## src/rtl/sslk_pkg.sv

```systemverilog
package sslk_pkg;
  typedef enum logic [1:0] {
    ST_IDLE  = 2'd0,
    ST_FRAME = 2'd1,
    ST_SHIFT = 2'd2
  } link_state_t;
endpackage

```

## src/rtl/sslk_phase_gen.sv

```systemverilog
// Bit-period timer: SCLK_HALF cycles low phase, SCLK_HALF cycles high phase.
module sslk_phase_gen #(
  parameter int SCLK_HALF = 2
) (
  input  logic clk,
  input  logic rst,
  input  logic run,
  output logic low_half,
  output logic rise_tick,
  output logic period_end
);
  localparam int PER = 2 * SCLK_HALF;
  localparam int CW  = (PER > 1) ? $clog2(PER) : 1;

  logic [CW-1:0] cnt;

  always_ff @(posedge clk) begin
    if (rst || !run) begin
      cnt <= '0;
    end else if (cnt == CW'(PER - 1)) begin
      cnt <= '0;
    end else begin
      cnt <= cnt + 1'b1;
    end
  end

  assign low_half   = (cnt < CW'(SCLK_HALF));
  // the registered clock pin turns high on the edge where cnt == SCLK_HALF
  assign rise_tick  = run && (cnt == CW'(SCLK_HALF));
  assign period_end = run && (cnt == CW'(PER - 1));
endmodule

```

## src/rtl/sslk_lanes.sv

```systemverilog
// Per-slot byte lanes: transmit storage and receive capture.
module sslk_lanes #(
  parameter int SLOTS = 8,
  parameter int BITS  = 8,
  parameter int SW    = 3,
  parameter int BW    = 3
) (
  input  logic                  clk,
  input  logic                  rst,
  input  logic                  load,
  input  logic [SLOTS*BITS-1:0] tx_in,
  input  logic [SW-1:0]         slot_idx,
  input  logic [BW-1:0]         bit_idx,
  input  logic                  capture,
  input  logic                  rx_bit,
  output logic                  tx_bit,
  output logic [SLOTS*BITS-1:0] rx_out
);
  localparam int W  = SLOTS * BITS;
  localparam int IW = (W > 1) ? $clog2(W) : 1;

  logic [W-1:0]  tx_all;
  logic [IW-1:0] flat;

  for (genvar g = 0; g < SLOTS; g++) begin : g_lane
    logic [BITS-1:0] tx_r;
    logic [BITS-1:0] rx_r;

    always_ff @(posedge clk) begin
      if (rst) begin
        tx_r <= '0;
        rx_r <= '0;
      end else if (load) begin
        tx_r <= tx_in[g*BITS +: BITS];
        rx_r <= '0;
      end else if (capture && (slot_idx == SW'(g))) begin
        rx_r[bit_idx] <= rx_bit;
      end
    end

    assign tx_all[g*BITS +: BITS] = tx_r;
    assign rx_out[g*BITS +: BITS] = rx_r;
  end

  assign flat   = IW'(slot_idx) * IW'(BITS) + IW'(bit_idx);
  assign tx_bit = tx_all[flat];
endmodule

```

## src/rtl/sslk_err_mon.sv

```systemverilog
// Samples the shared fault line and keeps a sticky status flag.
module sslk_err_mon (
  input  logic clk,
  input  logic rst,
  input  logic fault_n,
  input  logic in_frame,
  input  logic clear,
  output logic err_flag
);
  logic fault_q;

  always_ff @(posedge clk) begin
    if (rst) begin
      fault_q  <= 1'b0;
      err_flag <= 1'b0;
    end else begin
      fault_q <= !fault_n;
      if (clear) begin
        err_flag <= 1'b0;
      end else if (in_frame && fault_q) begin
        err_flag <= 1'b1;
      end
    end
  end
endmodule

```

## src/rtl/sslk_link.sv

```systemverilog
module sslk_link #(
  parameter int SLOTS     = 8,
  parameter int BITS      = 8,
  parameter int SCLK_HALF = 2
) (
  input  logic                  clk,
  input  logic                  rst,
  input  logic                  start,
  input  logic                  frame_cmd,
  input  logic                  frame_rd,
  input  logic [SLOTS*BITS-1:0] tx_data,
  output logic                  busy,
  output logic                  done,
  output logic [SLOTS*BITS-1:0] rx_data,
  output logic                  err_stat,
  input  logic                  sdl_i,
  output logic                  sdl_o,
  output logic                  sdl_oe,
  output logic                  dir_out_n,
  output logic                  frm_n,
  output logic                  kind_cmd,
  output logic                  bit_clk,
  output logic                  sense_n,
  input  logic                  fault_n
);
  import sslk_pkg::*;

  localparam int SW = (SLOTS > 1) ? $clog2(SLOTS) : 1;
  localparam int BW = (BITS > 1) ? $clog2(BITS) : 1;

  link_state_t   state;
  logic [SW-1:0] slot_idx;
  logic [BW-1:0] bit_idx;
  logic          cmd_q;
  logic          rd_q;
  logic          accept;
  logic          low_half;
  logic          rise_tick;
  logic          period_end;
  logic          tx_bit;
  logic          capture;
  logic          last_bit;
  logic          last_slot;
  logic          shifting;

  assign accept    = start && (state == ST_IDLE);
  assign busy      = (state != ST_IDLE);
  assign shifting  = (state == ST_SHIFT);
  assign last_bit  = (bit_idx == BW'(BITS - 1));
  assign last_slot = (slot_idx == SW'(SLOTS - 1));
  assign capture   = shifting && rise_tick && rd_q;

  sslk_phase_gen #(.SCLK_HALF(SCLK_HALF)) phase_i (
    .clk        (clk),
    .rst        (rst),
    .run        (busy),
    .low_half   (low_half),
    .rise_tick  (rise_tick),
    .period_end (period_end)
  );

  sslk_lanes #(.SLOTS(SLOTS), .BITS(BITS), .SW(SW), .BW(BW)) lanes_i (
    .clk      (clk),
    .rst      (rst),
    .load     (accept),
    .tx_in    (tx_data),
    .slot_idx (slot_idx),
    .bit_idx  (bit_idx),
    .capture  (capture),
    .rx_bit   (sdl_i),
    .tx_bit   (tx_bit),
    .rx_out   (rx_data)
  );

  sslk_err_mon err_i (
    .clk      (clk),
    .rst      (rst),
    .fault_n  (fault_n),
    .in_frame (busy),
    .clear    (accept),
    .err_flag (err_stat)
  );

  // sequencer
  always_ff @(posedge clk) begin
    if (rst) begin
      state    <= ST_IDLE;
      slot_idx <= '0;
      bit_idx  <= '0;
      cmd_q    <= 1'b0;
      rd_q     <= 1'b0;
      done     <= 1'b0;
    end else begin
      done <= 1'b0;
      unique case (state)
        ST_IDLE: begin
          if (start) begin
            state    <= ST_FRAME;
            cmd_q    <= frame_cmd;
            rd_q     <= frame_rd;
            slot_idx <= '0;
            bit_idx  <= '0;
          end
        end
        ST_FRAME: begin
          if (period_end) begin
            state <= ST_SHIFT;
          end
        end
        ST_SHIFT: begin
          if (period_end) begin
            if (last_bit) begin
              bit_idx <= '0;
              if (last_slot || err_stat) begin
                state <= ST_IDLE;
                done  <= 1'b1;
              end else begin
                slot_idx <= slot_idx + 1'b1;
              end
            end else begin
              bit_idx <= bit_idx + 1'b1;
            end
          end
        end
        default: state <= ST_IDLE;
      endcase
    end
  end

  // registered link pins, all one cycle behind the sequencer state
  always_ff @(posedge clk) begin
    if (rst) begin
      frm_n     <= 1'b1;
      bit_clk   <= 1'b1;
      sdl_o     <= 1'b0;
      sdl_oe    <= 1'b0;
      dir_out_n <= 1'b1;
      sense_n   <= 1'b1;
      kind_cmd  <= 1'b0;
    end else begin
      frm_n     <= (state != ST_FRAME);
      bit_clk   <= !(shifting && low_half);
      sdl_oe    <= shifting && !rd_q;
      dir_out_n <= !(shifting && !rd_q);
      sdl_o     <= (shifting && !rd_q) ? tx_bit : 1'b0;
      sense_n   <= !(shifting && rd_q);
      kind_cmd  <= busy && cmd_q;
    end
  end
endmodule

```

## config.mk

```make
export PLATFORM = sky130hd
export DESIGN_NAME = sslk_link
export DESIGN_NICKNAME = d
export VERILOG_FILES = /design/src/rtl/sslk_pkg.sv /design/src/rtl/sslk_phase_gen.sv /design/src/rtl/sslk_lanes.sv /design/src/rtl/sslk_err_mon.sv /design/src/rtl/sslk_link.sv
export SDC_FILE = /design/constraint.sdc
export NUM_CORES = 1
export LEC_CHECK = 0
export CAP_MARGIN = 20
export CORE_ASPECT_RATIO = 1.5
export CORE_MARGIN = 10
export CORE_UTILIZATION = 50
export DETAILED_ROUTE_END_ITERATION = 7
export HOLD_SLACK_MARGIN = 0.15
export PLACE_DENSITY = 0.78
export SLEW_MARGIN = 10
export SYNTH_ARGS = -nofsm -noshare
export SYNTH_HDL_FRONTEND = slang
export SYNTH_SLANG_ARGS = --single-unit
```

## constraint.sdc

```tcl
create_clock -name clk -period 2 [get_ports clk]
set_input_delay 0.4 -clock clk [delete_from_list [all_inputs] [get_ports clk]]
set_output_delay 0.4 -clock clk [all_outputs]
set_load 0.05 [all_outputs]
```

**Yosys cells after proc, flatten, opt, wreduce, memory -nomap -nowiden**

Cells that the tools add are included.

- Bits in registers: 150
- Bits of input ports: 71
- Word-level logic and storage cells: 129

- $add $sub $neg: 4
- $lt $le $gt $ge: 4
- Equality and inequality tests: 19
- Multiplexer cells: 27
- Bitwise gates (word level): 4
- Reductions and logical operators: 39

Operators by type and width:

| kind | number |
|---|---|
| $bwmux 8 | 8 |
| $logic_and 1x1->1 | 19 |
| $mux 3 | 6 |
| $eq 3x3->1 const B | 5 |
| $pmux 3 s2 | 2 |
| $mux 2 | 5 |
| $ne 2x2->1 const B | 5 |
| $reduce_and 5->1 | 2 |
| $lt 6x7->1 const B | 1 |
| $add 3x1->3 const B | 2 |
| $add 6x3->6 | 1 |
| $bmux 1 s6 | 1 |
| $eq 2x2->1 const B | 3 |
| $eq 3x2->1 const B | 2 |
| $logic_not 1->1 | 6 |
| $pmux 2 s3 | 1 |
| $reduce_or 2->1 | 3 |
| $lt 3x4->1 const B | 1 |
| $ne 2x1->1 const B | 2 |
| $not 1->1 | 4 |
| $reduce_bool 2->1 | 2 |
| $reduce_or 4->1 | 1 |
| $demux 1 s3 | 1 |
| $eq 3x1->1 const B | 1 |
| other kinds (10) | 13 |

**Longest topological paths before layout**

Gate-level depths: netlist (run 1).

- Depth in word-level cells: 6
- Gate-level depth with buffers: 9
- Mapped depth without buffers: 7

**By module**

A second synthesis (run 1) with hierarchy kept.

- Cells, all modules: 699
- Area total of the unflattened synthesis: 6482.5 sq um

By module, submodules not included:

| module | times used | cells an instance | area each (sq um) | seq. area each (sq um) |
|---|---|---|---|---|
| sslk_lanes | 1 | 608 | 5510.3 | 2562.5 |
| sslk_link | 1 | 76 | 794.5 | 360.3 |
| sslk_phase_gen | 1 | 10 | 115.1 | 40.0 |
| sslk_err_mon | 1 | 5 | 62.6 | 40.0 |

**Worst setup path before layout (run 1)**

OpenSTA, ideal clock, no wires.

- Path kind: register -> register
- Start point: register slot_idx[1]
- End point: register slot_idx[1]
- Arrival: 1.642 ns
- Setup slack: 0.293 ns
- Cell stages (with the launch flop): 8
- Path buffers: 0
- Clock period less this slack: 1.707 ns
- Cell sequence: dfxtp_1 ha_1 ha_1 nor2_1 nand4_1 a21oi_1 mux2_2 nor2_1

- Word-level cells in the longest chain between the ends: 5

Ends and longest elaborated chain:

| element | RTL line | text |
|---|---|---|
| from (decl) | sslk_link.sv:32 | `logic [SW-1:0] slot_idx;` |
| from (signal assigned) | sslk_link.sv:118 | `slot_idx <= slot_idx + 1'b1;` |
| $add 3x1->3 | sslk_link.sv:118 |  |
| $mux 3 | sslk_link.sv:114 | `if (last_slot \|\| err_stat) begin` |
| $mux 3 | sslk_link.sv:112 | `if (last_bit) begin` |
| $mux 3 | sslk_link.sv:111 | `if (period_end) begin` |
| $pmux 3 s2 | sslk_link.sv:95 | `unique case (state)` |

Several ways; a longest one is shown, not always the timed one. The select of a mux whose other input is x is not followed.
A chain may end at the register's enable or synchronous reset.

**Worst setup path after layout (run 1)**

- Start point: register lanes_i.g_lane[6].rx_r[7]
- End point: output port rx_data[55]

RTL lines:

| element | RTL line | text |
|---|---|---|
| from (decl) | sslk_lanes.sv:27 | `logic [BITS-1:0] rx_r;` |
| from (signal, indexed assignment) | sslk_lanes.sv:37 | `rx_r[bit_idx] <= rx_bit;` |
| to (decl) | sslk_link.sv:14 | `output logic [SLOTS*BITS-1:0] rx_data,` |

No word-level cell between the ends.

==> key figures, run 1 <==
GRT
  • Overall Global Routing Usage: 20.1%
  • Initial antenna violation count: 0
  • First-pass GRT wire length: 29300 um
  • Largest net degree at the start of global routing: 67
  • GRT overflow: 0
  • Vias in the first global route: 5845

Placed design
  • IO Port Bufs: 144
  • DP Wirelength: 13200 um
  • RePlAce Congestion: 0.915
  • DP Area: 7890 um^2

Finish
  • Fill cell count: 1080
  • Fin nets: 1008
  • Cell area after layout: 8510 um^2
  • Fraction of final layout cells sized beyond drive strength 1: 12.8%
  • Area growth from synthesis to layout: 33.7%
  • # diodes: 0

Outcome
  • Status: finished, final reports clean

Synth
  • Part of the Yosys area used for sequential elements: 47.2%
  • Largest area contributor in the netlist: dfxtp_1
  • Synth top area cells: dfxtp_1, a21oi_1, nand2_1, o21ai_0, nand3_1
  • Warnings, synthesis: 0
  • Syn_area_per_cell: 7.94 um^2
  • Most frequent cell after synthesis: nand2_1
  • Unique masters post-synth: 46
  • Post-synth EDFFs: 0
  • Prevailing post-synth register cell: dfxtp_1
  • Ys async rst share: 0%
  • Synth top area share: 47.2%
  • Synth Instances: 802
  • Post-Syn Area: 6370 um^2
  • Seq cells post-synth: 150
  • Commonest cells post-synth: nand2_1, dfxtp_1, a21oi_1
  • Post-synth net total: 883

Critical path
  • Worst r2r src: bit_idx[2]
  • Reg2Reg Depth: 5
  • CP endpoint kind: output pin
  • Worst setup path endpoint: rx_data[55]
  • Max FO, Critical Path: 2
  • Worst Path Arrival: 1.58 ns
  • WP buf/inv: 1
  • Critical path type: flip-flop to output pin
  • Crit path required time: 1.60 ns
  • Slowest-stage cell, CP: clkdlybuf4s50_1
  • Reg2Reg Setup Slack: 0.17 ns
  • Cells along the critical path: clkdlybuf4s50_1
  • CP Launch Point: lanes_i.g_lane[6].rx_r[7]
  • Crit-path max cell delay: 0.81 ns
  • Cell family with most CP delay: buffers and inverters
  • Worst path depth: 1
  • Critical path startpoint category: flip-flop
  • Reg-to-Reg End: sdl_o

Detailed routing
  • Routed Antenna Nets: 0
  • DR WL/cell: 17.0 um
  • Drt initial violations: 399
  • DRC: 0
  • Vias: 6071
  • Total wire length: 18600 um
  • Detailed Routing Iterations Pass 1: 5
  • Number of vias per cell: 5.54

Timing
  • Setup violations, final: 0
  • Final period util: 98.8%
  • Worst Tran Pin Value: 0.554 ns
  • Relative slew margins: 63.0%
  • Final worst clock skew: 0.00849 ns
  • Final Hold Vio Count: 0
  • Final Max Tran Viols: 0
  • Unrepaired setup endpoints after global routing: no
  • Min Tclk post-route: 1.98 ns
  • Setup TNS: 0 ns
  • Fmax: 506 MHz

Clock network
  • CTS sink cnt: 150
  • Clock Tree Root: clkbuf_16
  • H-tree level count: 4
  • Post-CTS setup buffers: 0
  • Clk slew on worst S/H paths: 0.06 ns
  • CTS tree: built
  • Worst-Skew Late Latency: 0.42 ns
  • Num CTS Buffers: 17
  • Hold-fix buffers at CTS: 0
  • Maximum clock path buffer count: 2

Die
  • Starting Density: 50.9%
  • Die area: 17700 um^2
  • DIE HEIGHT: 158 um
  • Site Rows: 50
  • Die Span X: 112 um
  • Io pins: 145
  • Core Region: 12500 um^2

Min path
  • WHS Path Cells: 2
  • Worst hold path type: primary input to flip-flop

Power and ir drop
  • Peak supply drop: 0.630 mV
  • Leakage: 3.39 nW
  • Power Dens Cells: 786 nW/um^2

Flow run
  • Max-cap violation count: 0
==> kinds of logic after synthesis <==
kind of cell / count (synthesis) / share of synthesized area (%)
and+or+nand+nor: 306 / 20.8
AOI/OAI and AO/OA: 233 / 19.7
DFF: 150 / 47.2
buffers and inverters: 80 / 5.99
muxes: 23 / 4.40
adders and majority gates: 10 / 1.97
==> report_power, final <==
part | switching (W) | internal, W
Sequential | 0.0000454 | 0.00307
Combinational | 0.000238 | 0.000231
Clock | 0.00124 | 0.00186
==> registers in the layout, indices dropped and copies added, names as in the netlist, 2 cells and up <==
register	cells
lanes_i.g_lane.rx_r	64
lanes_i.g_lane.tx_r	64
bit_idx	3
slot_idx	3
phase_i.cnt	2
state	2
==> layout make-up <==
type | count | area, um^2 | share of cell area, %
Clock inverter | 12 | 129 | 1.51
Multi-Input combinational cell | 572 | 2990 | 35.2
Sequential cell | 150 | 3000 | 35.3
Timing Repair Buffer | 177 | 1720 | 20.1
Inverter | 9 | 33.8 | 0.397
Clock buffer | 19 | 443 | 5.20
Tap cell | 156 | 195 | 2.29
==> how the worst min path moves through the flow <==
stage	startpoint	to	slack (ns)
detailed placement	rd_q	sense_n	0.43
floorplan	rd_q	sense_n	0.38
CTS	rst	lanes_i.g_lane[2].rx_r[5]	0.38
global placement	rd_q	sense_n	0.42
finish	rst	dir_out_n	0.38
global route	rst	dir_out_n	0.39
==> timing repair <==
item,in CTS,in global routing
pin swaps,0,0
endpoints found under the setup margin,1,29
resized for setup,1,22
gates cloned,0,0
==> per-stage QoR <==
step | util (%) | hold slack (ns) | worst slack, ns | instances | total power, W
after floorplan | - | 0.376 | 0.293 | 802 | 0.00343
final | 68.0 | 0.384 | 0.0242 | 1095 | 0.00669
after global routing | 68.0 | 0.394 | 0.00205 | 1095 | 0.00690
after CTS | 67.6 | 0.379 | 0.00916 | 1095 | 0.00671
after global placement | 63.1 | 0.418 | 0.210 | 1064 | 0.00365
after detailed placement | 63.1 | 0.430 | 0.179 | 1064 | 0.00365
==> cell usage in the layout, fill, tap and decap left out, types with 7 or more instances in the layout <==
cell type        netlist  final
clkdlybuf4s50_1        0     88
dfxtp_1              150    150
o21ai_0               67     67
clkbuf_16              0     17
nor2_1                45     45
buf_4                  8     61
a21oi_1              136    136
dlymetal6s2s_1         0     19
inv_1                  7      7
nand2_1              174    172
ha_1                  10     10
a22oi_1                7      7
mux2i_1               13     13
nand3_1               48     48
==> routing by layer <==
layer,part of all wire (%),vias up,track usage [%]
li1,-,3001,-
met1,38,2814,21.4
met2,53,220,36.8
met3,6.1,36,5.23
met4,2.7,0,8.18
met5,0,-,0
Power figures use the tool's default switching activity.
==> run 2: changes to the inputs <==
- GPL_TIMING_DRIVEN: default -> 0
- SLEW_MARGIN: 10 -> 0
==> run 2 against run 1 <==
  * Combinational power is 5.1% higher
  * Hold slack better by 0.057 ns
  * Non-clock buffer count is 37 higher
  * Final cell count is 3.2% higher
  * Sequential share of layout area is 0.66 points lower
  * Clock skew is 0.0024 ns lower
  * Count of clock-buffer cells in the layout is 1 higher
  * Die area stayed put
  * Via count is 5.3% higher
  * Sequential power hardly changed
==> key figures, run 2 (synthesis gave the netlist of run 1 again) <==
Die
  • Core Region: 12500 um^2 (unchanged)
  • Starting Density: 50.9% (unchanged)
  • Io pins: 145 (unchanged)
  • DIE HEIGHT: 158 um (unchanged)
  • Die area: 17700 um^2 (unchanged)
  • Die Span X: 112 um (unchanged)
  • Site Rows: 50 (unchanged)

Power and ir drop
  • Peak supply drop: 0.459 mV (-27%)
  • Clock Power Share: 47.1% (+0.7 points)
  • Power Dens Cells: 787 nW/um^2 (+0.17%)
  • Combinational Power Share: 7.2% (+0.2 points)
  • Switch share: 22.4% (-0.46 points)
  • Psw: 0.00153 W (about the same)
  • Internal power: 0.00530 W (+2.7%)
  • Leakage: 3.58 nW (+5.5%)
  • Flop pwr share: 45.7% (-0.9 points)

Flow run
  • Max-cap violation count: 0 (unchanged)

Detailed routing
  • Vias: 6394 (+5.3%)
  • Drt initial violations: 405 (+1.5%)
  • Number of vias per cell: 5.66 (+2.1%)
  • Detailed Routing Iterations Pass 1: 5 (unchanged)
  • Routed Antenna Nets: 0 (unchanged)
  • DR WL/cell: 18.1 um (+6.5%)
  • DRC: 0 (unchanged)
  • Total wire length: 20500 um (+9.9%)

Finish
  • Core Util, Final: 69.4% (+1.3 points)
  • Cell area after layout: 8680 um^2 (+1.9%)
  • Largest regs: lanes_i.g_lane.rx_r x64, lanes_i.g_lane.tx_r x64
  • Most common cell after layout, fill and taps aside: nand2_1
  • Fill cell count: 1053 (-2.5%)
  • Most frequent cells in the layout: nand2_1, dfxtp_1, a21oi_1
  • # diodes: 0 (unchanged)
  • Fin nets: 1045 (+3.7%)
  • Area growth from synthesis to layout: 36.3%
  • Fraction of final layout cells sized beyond drive strength 1: 10.2% (-2.6 points)

Clock network
  • Clk slew on worst S/H paths: 0.06 ns (about the same)
  • Clock Tree Root: clkbuf_16
  • CTS sink cnt: 150 (unchanged)
  • H-tree level count: 4 (unchanged)
  • Worst-Skew Late Latency: 0.42 ns (about the same)
  • Maximum clock path buffer count: 2 (unchanged)
  • CTS tree: built
  • Hold-fix buffers at CTS: 0 (unchanged)
  • Num CTS Buffers: 17 (unchanged)

Placed design
  • DP Area: 7990 um^2 (+1.3%)
  • DP Wirelength: 14800 um (+12%)
  • IO Port Bufs: 143 (-0.69%)
  • RePlAce Congestion: 0.869 (-5.0%)

Critical path
  • Crit path required time: 1.60 ns (about the same)
  • Slowest-stage cell, CP: clkdlybuf4s50_1
  • Worst Path Arrival: 1.58 ns (about the same)
  • Crit-path max cell delay: 0.81 ns (about the same)
  • Cells along the critical path: clkdlybuf4s50_1
  • CP endpoint kind: output pin
  • WP buf/inv: 1 (unchanged)
  • Max FO, Critical Path: 2 (unchanged)
  • Cell family with most CP delay: buffers and inverters
  • Critical path startpoint category: flip-flop
  • Critical path type: flip-flop to output pin

Outcome
  • Status: finished, final reports clean

GRT
  • GRT overflow: 0 (unchanged)
  • Initial antenna violation count: 0 (unchanged)
  • Largest net degree at the start of global routing: 17 (-75%)
  • First-pass GRT wire length: 32600 um (+11%)
  • Overall Global Routing Usage: 22.7% (+2.5 points)
  • Vias in the first global route: 6525 (+12%)

Timing
  • Final Max Tran Viols: 0 (unchanged)
  • Final period util: 99.1% (+0.36 points)
  • Min Tclk post-route: 1.98 ns (+0.00715 ns)
  • Final Hold Vio Count: 0 (unchanged)
  • Final worst clock skew: 0.00614 ns (-0.00235 ns)
  • Worst Tran Pin Value: 0.639 ns (+0.0858 ns)
  • Relative slew margins: 57.4% (-5.7 points)
  • Fmax: 504 MHz (-0.36%)
  • Setup violations, final: 0 (unchanged)

Min path
  • Worst hold path type: flip-flop to flip-flop
==> run 2: cell count changes in the layout (fill, tap and decap cells not counted), sizes merged, moves of 2 or more <==
cell and change:
clkdlybuf4s50 +17, dlymetal6s2s +9, dlygate4sd2 +8, buf -27, clkbuf +31, clkinv -2
==> run 2: layout make-up <==
cell class / instances / area, um^2 / share of cell area (%)
buffer: 71 / 357 / 4.11
clock buffer: 20 / 457 / 5.26
clock inverter: 9 / 129 / 1.49
inverter: 9 / 33.8 / 0.389
multi-input combinational: 572 / 3020 / 34.8
sequential: 150 / 3000 / 34.6
tap: 156 / 195 / 2.25
timing repair buffer: 143 / 1490 / 17.1
==> run 2: power by group through the flow <==
| stage | clock (W) | sequential (W) | combinational [W] |
|---|---|---|---|
| after floorplan | 0 | 0.00317 | 0.000255 |
| after CTS | 0.00322 | 0.00312 | 0.000486 |
| after global placement | 0 | 0.00318 | 0.000480 |
| after global routing | 0.00334 | 0.00312 | 0.000542 |
| after detailed placement | 0 | 0.00318 | 0.000484 |
| final | 0.00322 | 0.00312 | 0.000493 |
==> run 2: path summary, 6_finish.rpt <==
check	from	endpoint	slack [ns]	cells after the start
worst max-delay path	lanes_i.g_lane[3].rx_r[5]	rx_data[29]	0.02	1
worst min-delay path	rd_q	sense_n	0.44	1
worst min register to register	rd_q	sense_n	0.44	1
worst max register to register	bit_idx[1]	sdl_o	0.05	7
==> run 2: per-stage QoR <==
stage	power [W]	setup slack, ns	hold slack (ns)	setup TNS (ns)	instances
after detailed placement	0.00366	-0.188	0.421	-5.85	1101
final	0.00683	0.0171	0.441	0	1130
after floorplan	0.00343	0.293	0.376	0	802
after global placement	0.00366	-0.161	0.420	-5.82	1101
after global routing	0.00701	-0.000785	0.452	-0.000785	1130
after CTS	0.00682	-0.101	0.435	-0.101	1130
==> run 2: layer usage <==
metal	wire length (um)	up-vias	share of wire [%]	track usage, %
met4	819	0	4.0	12.5
li1	-	3071	-	-
met5	0	-	0	0
met1	7660	2948	37	23.5
met2	10500	305	51	40.6
met3	1510	70	7.4	6.06
==> run 2: what timing repair did <==
item                                    CTS  global route
endpoints found under the setup margin   24            82
buffers inserted                          0             0
resized for setup                        13            48
==> run 3: changes to the inputs <==
- CAP_MARGIN: 20 -> 15
- MAX_ROUTING_LAYER: default -> met4
==> run 3 against run 2 <==
  * Sequential share of layout area is the same
  * Clock power is essentially flat
  * Sequential power is essentially flat
  * Combinational power is essentially flat
  * Via count shrank 0.13%
  * Hold slack lost 0.0017 ns
  * Power is essentially flat
  * Routed wire length shrank 0.30%
  * Worst setup slack gained 0.0084 ns
  * Die area is the same
  * Final area is the same
  * Highest routed layer unchanged
==> key figures, run 3 (synthesis gave the netlist of run 1 again) <==
Outcome
  • Status: finished, final reports clean

Timing
  • Fmax: 506 MHz (+0.43%)
  • Hold slack: 0.439 ns (-0.00167 ns)
  • Final Max Tran Viols: 0 (unchanged)
  • Setup TNS: 0 ns (unchanged)
  • Min Tclk post-route: 1.97 ns (-0.00845 ns)
  • Relative slew margins: 56.8% (-0.54 points)
  • Setup violations, final: 0 (unchanged)
  • Final worst clock skew: 0.00615 ns (+0.00000610 ns)
  • Final Hold Vio Count: 0 (unchanged)
  • Unrepaired setup endpoints after global routing: no
  • Final period util: 98.7% (-0.42 points)
  • Worst Tran Pin Value: 0.647 ns (+0.00810 ns)

GRT
  • Met3 GRT Util: 5.57% (-0.49 points)
  • First-pass GRT wire length: 32500 um (about the same)
  • GRT Max-Usage Layer: met2
  • GR Util met2: 40.6% (unchanged)
  • Largest net degree at the start of global routing: 17 (unchanged)
  • GRT overflow: 0 (unchanged)
  • Met1 usage: 23.7% (+0.23 points)
  • Vias in the first global route: 6534 (+0.14%)
  • Overall Global Routing Usage: 23.3% (+0.59 points)
  • Initial antenna violation count: 0 (unchanged)

Clock network
  • H-tree level count: 4 (unchanged)
  • Post-CTS setup buffers: 0 (unchanged)
  • CTS sink cnt: 150 (unchanged)
  • CTS tree: built
  • Clk slew on worst S/H paths: 0.06 ns (about the same)
  • Worst-Skew Late Latency: 0.42 ns (about the same)
  • Maximum clock path buffer count: 2 (unchanged)
  • Clock Tree Root: clkbuf_16
  • Num CTS Buffers: 17 (unchanged)

Detailed routing
  • Number of vias per cell: 5.65 (-0.13%)
  • Routed Antenna Nets: 0 (unchanged)
  • Drt initial violations: 405 (unchanged)
  • DRC: 0 (unchanged)
  • Vias: 6386 (-0.13%)
  • Detailed Routing Iterations Pass 1: 5 (unchanged)
  • Total wire length: 20400 um (-0.30%)
  • DR WL/cell: 18.1 um (-0.30%)

Finish
  • Fill cell count: 1053 (unchanged)
  • Area growth from synthesis to layout: 36.3% (unchanged)
  • Largest regs: lanes_i.g_lane.rx_r x64, lanes_i.g_lane.tx_r x64
  • Fin nets: 1045 (unchanged)
  • # diodes: 0 (unchanged)
  • Fraction of final layout cells sized beyond drive strength 1: 10.2% (unchanged)
  • Most common cell after layout, fill and taps aside: nand2_1
  • Core Util, Final: 69.4% (unchanged)
  • Most frequent cells in the layout: nand2_1, dfxtp_1, a21oi_1

Die
  • Die area: 17700 um^2 (unchanged)
  • Io pins: 145 (unchanged)
  • Site Rows: 50 (unchanged)
  • Core Region: 12500 um^2 (unchanged)
  • DIE HEIGHT: 158 um (unchanged)
  • Starting Density: 50.9% (unchanged)
  • Die Span X: 112 um (unchanged)

Critical path
  • Cells along the critical path: clkdlybuf4s50_1
  • Cell family with most CP delay: buffers and inverters
  • Critical path startpoint category: flip-flop
  • Worst r2r src: bit_idx[1]
  • Critical path type: flip-flop to output pin
  • Crit path required time: 1.60 ns (about the same)
  • CP Launch Point: lanes_i.g_lane[4].rx_r[4]
  • Slowest-stage cell, CP: clkdlybuf4s50_1
  • Worst Path Arrival: 1.57 ns (about the same)
  • Crit-path max cell delay: 0.82 ns (about the same)
  • WP buf/inv: 1 (unchanged)
  • CP endpoint kind: output pin
  • Max FO, Critical Path: 2 (unchanged)

Min path
  • Worst hold path type: flip-flop to flip-flop
  • Worst hold path startpoint: rd_q

Placed design
  • DP Wirelength: 14800 um (unchanged)
  • IO Port Bufs: 143 (unchanged)
  • RePlAce Congestion: 0.883 (+1.6%)

Flow run
  • Max-cap violation count: 0 (unchanged)

Power and ir drop
  • Power Dens Cells: 787 nW/um^2 (about the same)
  • Total power: 0.00683 W (about the same)
  • Peak supply drop: 0.458 mV (-0.17%)
  • Leakage: 3.58 nW (unchanged)
run 3: power breakdown:
group	internal [W]	switching (W)
logic	0.000230	0.000262
registers	0.00307	0.0000457
clock network	0.00200	0.00122
total	0.00530	0.00152
run 3: repair_timing:
item,in CTS,in global routing
endpoints found under the setup margin,24,81
gates resized for setup,13,48
hold buffers,0,0
run 3: final timing paths:
| check | cells past startpoint | to | slack, ns |
|---|---|---|---|
| worst max-delay path | 1 | rx_data[36] | 0.03 |
| worst min-delay path | 1 | sense_n | 0.44 |
| worst max register to register | 7 | sdl_o | 0.09 |
| worst min register to register | 1 | sense_n | 0.44 |
run 3: through the flow:
| step | setup slack, ns | instance area (um^2) | instances |
|---|---|---|---|
| after global routing | 0.000400 | 8680 | 1130 |
| after floorplan | 0.293 | 6370 | 802 |
| final | 0.0255 | 8680 | 1130 |
| after global placement | -0.161 | 7990 | 1101 |
| after detailed placement | -0.188 | 7990 | 1101 |
| after CTS | -0.101 | 8570 | 1130 |
run 3: area by class of cell:
type / instances / area [um^2] / share of cell area [%]
buffer: 71 / 357 / 4.11
clock buffer: 20 / 457 / 5.26
clock inverter: 9 / 129 / 1.49
inverter: 9 / 33.8 / 0.389
multi-input combinational: 572 / 3020 / 34.8
sequential: 150 / 3000 / 34.6
tap: 156 / 195 / 2.25
timing repair buffer: 143 / 1490 / 17.1
run 3: layer usage:
metal | vias up | share of wire [%]
li1 | 3074 | -
met1 | 2949 | 37
met2 | 296 | 52
met3 | 67 | 7.1
met4 | 0 | 3.7
met5 | - | 0
